<file path="src/rtl/pwmtb_pkg.sv">
package pwmtb_pkg;

  typedef enum logic [1:0] {
    AQ_NONE = 2'b00,
    AQ_CLR  = 2'b01,
    AQ_SET  = 2'b10,
    AQ_TGL  = 2'b11
  } aq_act_e;

  // Field order is behaviour: priority rises toward the MSB.
  typedef struct packed {
    aq_act_e on_prd;
    aq_act_e on_cmpb;
    aq_act_e on_cmpa;
    aq_act_e on_zero;
  } aq_cfg_t;

  localparam int AQ_CFG_W = $bits(aq_cfg_t);

  function automatic logic f_aq_apply(input aq_act_e act, input logic cur);
    case (act)
      AQ_CLR:  return 1'b0;
      AQ_SET:  return 1'b1;
      AQ_TGL:  return ~cur;
      default: return cur;
    endcase
  endfunction

endpackage

</file>
<file path="src/rtl/pwmtb_counter.sv">
module pwmtb_counter #(
  parameter int CNT_W = 16
) (
  input  logic             clk,
  input  logic             rst_n,
  input  logic [CNT_W-1:0] prd_act,
  input  logic             phs_en,
  input  logic [CNT_W-1:0] phs_val,
  input  logic             sync_in,
  input  logic             sw_sync,
  output logic [CNT_W-1:0] cnt,
  output logic             at_zero,
  output logic             at_prd,
  output logic             sync_load
);

  localparam logic [CNT_W-1:0] ONE  = CNT_W'(1);
  localparam logic [CNT_W-1:0] ZERO = '0;

  // Free-running step: wrap at or above the period, else count up.
  function automatic logic [CNT_W-1:0] f_step(input logic [CNT_W-1:0] c,
                                              input logic [CNT_W-1:0] p);
    if (c >= p) return ZERO;
    return c + ONE;
  endfunction

  assign sync_load = phs_en & (sync_in | sw_sync);
  assign at_zero   = (cnt == ZERO);
  assign at_prd    = (cnt == prd_act);

  always_ff @(posedge clk or negedge rst_n) begin
    if (!rst_n)         cnt <= ZERO;
    else if (sync_load) cnt <= phs_val;
    else                cnt <= f_step(cnt, prd_act);
  end

  p_incr_r2: assert property (@(posedge clk) disable iff (!rst_n)
    (!sync_load && cnt < prd_act) |=> cnt == $past(cnt) + ONE);

  p_wrap_r2: assert property (@(posedge clk) disable iff (!rst_n)
    (!sync_load && cnt >= prd_act) |=> at_zero);

  p_phase_load_r5: assert property (@(posedge clk) disable iff (!rst_n)
    sync_load |=> cnt == $past(phs_val));

  p_zero_pulse_r7: assert property (@(posedge clk) disable iff (!rst_n)
    (at_zero && prd_act != ZERO && !sync_load) |=> !at_zero);

endmodule

</file>
<file path="src/rtl/pwmtb_period.sv">
module pwmtb_period #(
  parameter int CNT_W = 16
) (
  input  logic             clk,
  input  logic             rst_n,
  input  logic             shadow_en,
  input  logic             wr,
  input  logic [CNT_W-1:0] wdata,
  input  logic             at_zero,
  output logic [CNT_W-1:0] prd_act
);

  logic [CNT_W-1:0] prd_shd;
  logic             imm_load;
  logic             shd_xfer;

  assign imm_load = wr & ~shadow_en;
  assign shd_xfer = shadow_en & at_zero;

  always_ff @(posedge clk or negedge rst_n) begin
    if (!rst_n) begin
      prd_shd <= '0;
      prd_act <= '0;
    end else begin
      if (wr)            prd_shd <= wdata;
      if (imm_load)      prd_act <= wdata;
      else if (shd_xfer) prd_act <= prd_shd;
    end
  end

  p_prd_imm_r4: assert property (@(posedge clk) disable iff (!rst_n)
    (wr && !shadow_en) |=> prd_act == $past(wdata));

  p_prd_xfer_r3: assert property (@(posedge clk) disable iff (!rst_n)
    (shadow_en && at_zero) |=> prd_act == $past(prd_shd));

  p_prd_held_r6: assert property (@(posedge clk) disable iff (!rst_n)
    (shadow_en && !at_zero) |=> $stable(prd_act));

endmodule

</file>
<file path="src/rtl/pwmtb_cmp.sv">
module pwmtb_cmp #(
  parameter int CNT_W = 16
) (
  input  logic             clk,
  input  logic             rst_n,
  input  logic             wr,
  input  logic [CNT_W-1:0] wdata,
  input  logic             xfer,
  input  logic [CNT_W-1:0] cnt,
  output logic             hit
);

  logic [CNT_W-1:0] cmp_shd;
  logic [CNT_W-1:0] cmp_act;

  always_ff @(posedge clk or negedge rst_n) begin
    if (!rst_n) begin
      cmp_shd <= '0;
      cmp_act <= '0;
    end else begin
      if (wr)   cmp_shd <= wdata;
      if (xfer) cmp_act <= cmp_shd;
    end
  end

  assign hit = (cnt == cmp_act);

  p_cmp_hold_r9: assert property (@(posedge clk) disable iff (!rst_n)
    !xfer |=> $stable(cmp_act));

  p_cmp_xfer_r9: assert property (@(posedge clk) disable iff (!rst_n)
    xfer |=> cmp_act == $past(cmp_shd));

endmodule

</file>
<file path="src/rtl/pwmtb_aq.sv">
module pwmtb_aq
  import pwmtb_pkg::*;
(
  input  logic                clk,
  input  logic                rst_n,
  input  logic [AQ_CFG_W-1:0] cfg_bits,
  input  logic                evt_zero,
  input  logic                evt_cmpa,
  input  logic                evt_cmpb,
  input  logic                evt_prd,
  output logic                pwm
);

  aq_cfg_t cfg;
  aq_act_e act;

  assign cfg = aq_cfg_t'(cfg_bits);

  always_comb begin
    if (evt_prd && cfg.on_prd != AQ_NONE)          act = cfg.on_prd;
    else if (evt_cmpb && cfg.on_cmpb != AQ_NONE)   act = cfg.on_cmpb;
    else if (evt_cmpa && cfg.on_cmpa != AQ_NONE)   act = cfg.on_cmpa;
    else if (evt_zero && cfg.on_zero != AQ_NONE)   act = cfg.on_zero;
    else                                           act = AQ_NONE;
  end

  always_ff @(posedge clk or negedge rst_n) begin
    if (!rst_n) pwm <= 1'b0;
    else        pwm <= f_aq_apply(act, pwm);
  end

  p_aq_prd_set_r10: assert property (@(posedge clk) disable iff (!rst_n)
    (evt_prd && cfg.on_prd == AQ_SET) |=> pwm);

  p_aq_prd_clr_r10: assert property (@(posedge clk) disable iff (!rst_n)
    (evt_prd && cfg.on_prd == AQ_CLR) |=> !pwm);

  p_aq_quiet_r10: assert property (@(posedge clk) disable iff (!rst_n)
    (!evt_prd && !evt_cmpb && !evt_cmpa && !evt_zero) |=> $stable(pwm));

endmodule

</file>
<file path="src/rtl/pwm_timebase.sv">
module pwm_timebase
  import pwmtb_pkg::*;
#(
  parameter int CNT_W = 16
) (
  input  logic             clk,
  input  logic             rst_n,
  input  logic             prd_shadow_en,
  input  logic             prd_wr,
  input  logic [CNT_W-1:0] prd_wdata,
  input  logic             phs_en,
  input  logic [CNT_W-1:0] phs_val,
  input  logic             sync_in,
  input  logic             sw_sync,
  input  logic             sync_out_sel,
  input  logic             cmpa_wr,
  input  logic [CNT_W-1:0] cmpa_wdata,
  input  logic             cmpb_wr,
  input  logic [CNT_W-1:0] cmpb_wdata,
  input  logic [7:0]       aq_cfg_a,
  input  logic [7:0]       aq_cfg_b,
  output logic [CNT_W-1:0] cnt,
  output logic [CNT_W-1:0] prd_active,
  output logic             ctr_zero,
  output logic             ctr_prd,
  output logic             sync_out,
  output logic             pwm_a,
  output logic             pwm_b
);

  localparam int N_CMP = 2;
  localparam int N_OUT = 2;

  logic                       ev_zero;
  logic                       ev_prd;
  logic                       ev_sync_load;
  logic [N_CMP-1:0]           cmp_wr;
  logic [N_CMP-1:0][CNT_W-1:0] cmp_wdata;
  logic [N_CMP-1:0]           cmp_hit;
  logic [N_OUT-1:0][AQ_CFG_W-1:0] out_cfg;
  logic [N_OUT-1:0]           out_pwm;

  pwmtb_counter #(.CNT_W(CNT_W)) u_counter (
    .clk       (clk),
    .rst_n     (rst_n),
    .prd_act   (prd_active),
    .phs_en    (phs_en),
    .phs_val   (phs_val),
    .sync_in   (sync_in),
    .sw_sync   (sw_sync),
    .cnt       (cnt),
    .at_zero   (ev_zero),
    .at_prd    (ev_prd),
    .sync_load (ev_sync_load)
  );

  pwmtb_period #(.CNT_W(CNT_W)) u_period (
    .clk       (clk),
    .rst_n     (rst_n),
    .shadow_en (prd_shadow_en),
    .wr        (prd_wr),
    .wdata     (prd_wdata),
    .at_zero   (ev_zero),
    .prd_act   (prd_active)
  );

  assign cmp_wr    = {cmpb_wr, cmpa_wr};
  assign cmp_wdata = {cmpb_wdata, cmpa_wdata};

  for (genvar gc = 0; gc < N_CMP; gc++) begin : g_cmp
    pwmtb_cmp #(.CNT_W(CNT_W)) u_cmp (
      .clk   (clk),
      .rst_n (rst_n),
      .wr    (cmp_wr[gc]),
      .wdata (cmp_wdata[gc]),
      .xfer  (ev_zero),
      .cnt   (cnt),
      .hit   (cmp_hit[gc])
    );
  end

  assign out_cfg = {aq_cfg_b, aq_cfg_a};

  for (genvar go = 0; go < N_OUT; go++) begin : g_aq
    pwmtb_aq u_aq (
      .clk      (clk),
      .rst_n    (rst_n),
      .cfg_bits (out_cfg[go]),
      .evt_zero (ev_zero),
      .evt_cmpa (cmp_hit[0]),
      .evt_cmpb (cmp_hit[1]),
      .evt_prd  (ev_prd),
      .pwm      (out_pwm[go])
    );
  end

  assign ctr_zero = ev_zero;
  assign ctr_prd  = ev_prd;
  assign sync_out = sync_out_sel ? ev_zero : (sync_in | sw_sync);
  assign pwm_a    = out_pwm[0];
  assign pwm_b    = out_pwm[1];

  p_no_load_when_off_r5: assert property (@(posedge clk) disable iff (!rst_n)
    (!phs_en && cnt < prd_active) |=> cnt == $past(cnt) + CNT_W'(1));

  p_prd_event_r7: assert property (@(posedge clk) disable iff (!rst_n)
    (ctr_prd && !ev_sync_load) |=> ctr_zero);

endmodule

</file>
<file path="config.mk">
export PLATFORM = sky130hd
export DESIGN_NAME = pwm_timebase
export DESIGN_NICKNAME = d
export VERILOG_FILES = /design/src/rtl/pwmtb_pkg.sv /design/src/rtl/pwmtb_counter.sv /design/src/rtl/pwmtb_period.sv /design/src/rtl/pwmtb_cmp.sv /design/src/rtl/pwmtb_aq.sv /design/src/rtl/pwm_timebase.sv
export SDC_FILE = /design/constraint.sdc
export NUM_CORES = 1
export LEC_CHECK = 0
export CAP_MARGIN = 25
export CORE_ASPECT_RATIO = 0.7
export CORE_MARGIN = 2
export CORE_UTILIZATION = 55
export CTS_CLUSTER_SIZE = 10
export DETAILED_ROUTE_END_ITERATION = 16
export HOLD_SLACK_MARGIN = 0.1
export PLACE_DENSITY_LB_ADDON = 0.08
export SLEW_MARGIN = 20
export SYNTH_ARGS = -nofsm -noshare
export SYNTH_HDL_FRONTEND = slang
export SYNTH_SLANG_ARGS = --single-unit
</file>
<file path="constraint.sdc">
create_clock -name clk -period 3.9 [get_ports clk]
set_input_delay 0.39 -clock clk [delete_from_list [all_inputs] [get_ports clk]]
set_output_delay 0.39 -clock clk [all_outputs]
set_load 0.02 [all_outputs]
</file>
==> impl_metrics.json <==
{
  "cts_max_level": 4,
  "synth_top_area_frac": 0.4893,
  "worst_pin_slew_ps": 821.7,
  "critPathBufInv": 1,
  "antenna_found_initial": 0,
  "vias_per_cell": 5.603,
  "fin_cells": 844,
  "rrSetupSlack_ps": 1080,
  "relSlewSlack": 0.4365,
  "total_power_mw": 4.230,
  "firstDrtPassIters": 5,
  "synth_area_um2": 5831,
  "grt_pass1_vias": 4864,
  "tns_ps": 0,
  "crit_path_max_incr_delay_ps": 710,
  "grt_max_degree": 50,
  "seqPwrFrac": 0.403,
  "leakage_nw": 3.457,
  "dp_cells": 811,
  "status": "completed",
  "cp-start-kind": "flop",
  "switchingPower_mw": 1.385,
  "cp_slowest_cell": "clkdlybuf4s50_1",
  "dp_hpwl_um": 10770,
  "pin_count": 127,
  "num-nets-final": 807,
  "critPathMaxFanout": 9,
  "drc": 0,
  "synth_flop_cell": "dfrtp_1",
  "avgRoutedWirePerCell_um": 17.98,
  "core_um2": 10320,
  "dr.first_iter.drc_count": 387,
  "cp-end-kind": "primary output",
  "finalSetupViolations": 0,
  "ys_top_cells_by_count": "159 x nand2_1, 114 x dfrtp_1, 38 x mux2_2",
  "skew_ps": 8.037,
  "diodes": 0,
  "dp_slack_ps": 1016,
  "grt_usage": 0.2787,
  "clkLatencyLatePin_ps": 410,
  "cp.required_ps": 3510,
  "cts_setup_buffers": 0,
  "num_rows": 31,
  "fmaxAchievable_mhz": 296.7,
  "rsz0062_at_grt": "no",
  "totalWireLength_um": 15170,
  "power.density_nw_per_um2": 551.4,
  "synth-seq-area-share": 0.4893,
  "cap_viol_max_count": 0,
  "reg2reg_to": "u_period.prd_act[7]",
  "rr_startpoint": "u_counter.cnt[0]",
  "synth_area_leaders": "dfrtp_1 49%, nand2_1 10%, mux2_2 7.3%",
  "async_reset_ff_frac": 1.000,
  "clkPwrFrac": 0.340,
  "grt_pass1_wl_um": 24780,
  "arrival_ps": 2980,
  "combPwrFrac": 0.257,
  "maxSlewViolCount": 0,
  "clkTransAtPathRegs_ps": 60,
  "place_congestion": 0.8988,
  "cts_buffers": 17,
  "reg2regPathDepth": 9,
  "period_needed_ps": 3371,
  "drive_gt1_frac": 0.1306,
  "switching_share": 0.3274,
  "regArea_um2": 2853,
  "clock_path_buffers": 2,
  "crit_start": "u_counter.cnt[11]",
  "hold_path.class": "in2async",
  "setup_slack_ps": 529.3,
  "initial_core_util": 0.5651,
  "cts-root-buf": "clkbuf_16",
  "criticalPathCategory": "reg2out",
  "yosys.area.top_type": "dfrtp_1",
  "synth_seq_cells": 114,
  "die_height_um": 90.15,
  "port_buffers": 126,
  "synth-edff-count": 0,
  "synthCells": 582,
  "ir_worst_vdd_uv": 381.0,
  "yosysWarnings": 0,
  "drtAntennaViolNets": 0,
  "finalHoldWorstSlack_ps": 458.6,
  "cp_cell_sequence": "ha_1, nand4_1, or2_1, nor3_2, clkdlybuf4s50_1",
  "yosysMostFrequentCell": "nand2_1",
  "hold_viol_final": 0,
  "syn2layout_area_growth_pct": 31.57,
  "path_depth": 5,
  "synth_area_per_cell_um2": 10.02,
  "cts_tree": "yes",
  "synthesis.nets": 690,
  "vias": 4729,
  "die_w_um": 127.1,
  "cp-endpoint": "ctr_prd",
  "dieArea_um2": 11450,
  "numClockSinks": 114,
  "critPathTopFamily": "simple AND/OR/NAND/NOR gates",
  "fill_cells": 752,
  "internal_power_mw": 2.845,
  "synth_cell_type_count": 48,
  "multi_input_area_um2": 2661,
  "final.period_utilization": 0.8643,
  "grt-ovfl-total": 0
}
flip-flops by register name, summed over array words and instances (netlist names):
signal,cells
u_period.prd_shd,16
u_period.prd_act,16
g_cmp.u_cmp.cmp_shd,32
u_counter.cnt,16
g_cmp.u_cmp.cmp_act,32
g_aq.u_aq.pwm,2
power by group through the flow:
| stage | Combinational, mW | Clock, mW | Sequential, mW |
|---|---|---|---|
| after global placement | 1.05 | 0 | 1.70 |
| final | 1.09 | 1.44 | 1.71 |
| after detailed placement | 1.08 | 0 | 1.72 |
| after global routing | 1.19 | 1.51 | 1.73 |
| after CTS | 1.09 | 1.45 | 1.70 |
| after floorplan | 0.689 | 0 | 1.67 |
how the worst min path moves through the flow:
stage / start / end / slack, ps / cells after the start
final: rst_n / g_cmp[1].u_cmp.cmp_act[5] / 460 / 2
after floorplan: rst_n / g_aq[0].u_aq.pwm / 90 / 0
after CTS: rst_n / g_cmp[1].u_cmp.cmp_act[5] / 460 / 2
after global placement: rst_n / g_cmp[1].u_cmp.cmp_act[13] / 360 / 1
after detailed placement: rst_n / g_cmp[1].u_cmp.cmp_act[5] / 360 / 1
after global routing: rst_n / g_cmp[1].u_cmp.cmp_act[5] / 490 / 2
through the flow:
| step | area [um2] | utilization |
|---|---|---|
| floorplan | 5831 | - |
| global placement | 7114 | 0.6895 |
| CTS | 7671 | 0.7435 |
| finish | 7671 | 0.7435 |
| detailed placement | 7114 | 0.6895 |
| global route | 7671 | 0.7435 |
per-layer routing:
| metal | global-route usage | wire length [um] |
|---|---|---|
| met2 | 0.4306 | 6946 |
| met4 | 0.1007 | 314 |
| met1 | 0.3855 | 6837 |
| met5 | 0 | 0 |
| met3 | 0.06786 | 1073 |
cell families after synthesis:
| kind of cell | count (synthesis) | share of synthesized area |
|---|---|---|
| fa+ha+maj | 18 | 0.03863 |
| mux | 39 | 0.07511 |
| compound gates | 78 | 0.09399 |
| buf+inv | 68 | 0.05429 |
| simple gates | 219 | 0.1687 |
| xor+xnor | 46 | 0.08005 |
| flops | 114 | 0.4893 |
area by class of cell:
class / instances / share of cell area
multi-input cells: 400 / 0.3469
repair buffers: 135 / 0.1732
inverters: 31 / 0.01517
flip-flops and latches: 114 / 0.3719
clock buffers: 19 / 0.05643
well taps: 132 / 0.02153
clock inverters: 13 / 0.01484
timing repair:
item                                    CTS  global route
hold buffers                              1             0
resized for setup                         0             0
endpoints found under the hold margin    30             0
endpoints found under the setup margin    0             0
placed cells by master (no fill, tap or decap), types with 4 or more instances in the layout:
master	instances
and3_1	4
nor2_1	7
a31oi_1	6
nand2_1	159
inv_1	30
xnor2_1	21
buf_4	9
a21o_1	4
nor4_2	4
clkinvlp_4	5
clkinv_2	4
nor3_1	5
o211ai_1	11
nand3_1	17
a211oi_1	7
a21oi_1	10
o21ai_0	12
xor2_1	21
mux2_2	38
clkdlybuf4s50_1	125
o31ai_1	15
clkbuf_16	17
ha_1	18
dfrtp_1	114
nand4_1	9
No activity file was read; power rests on OpenSTA's default activity.
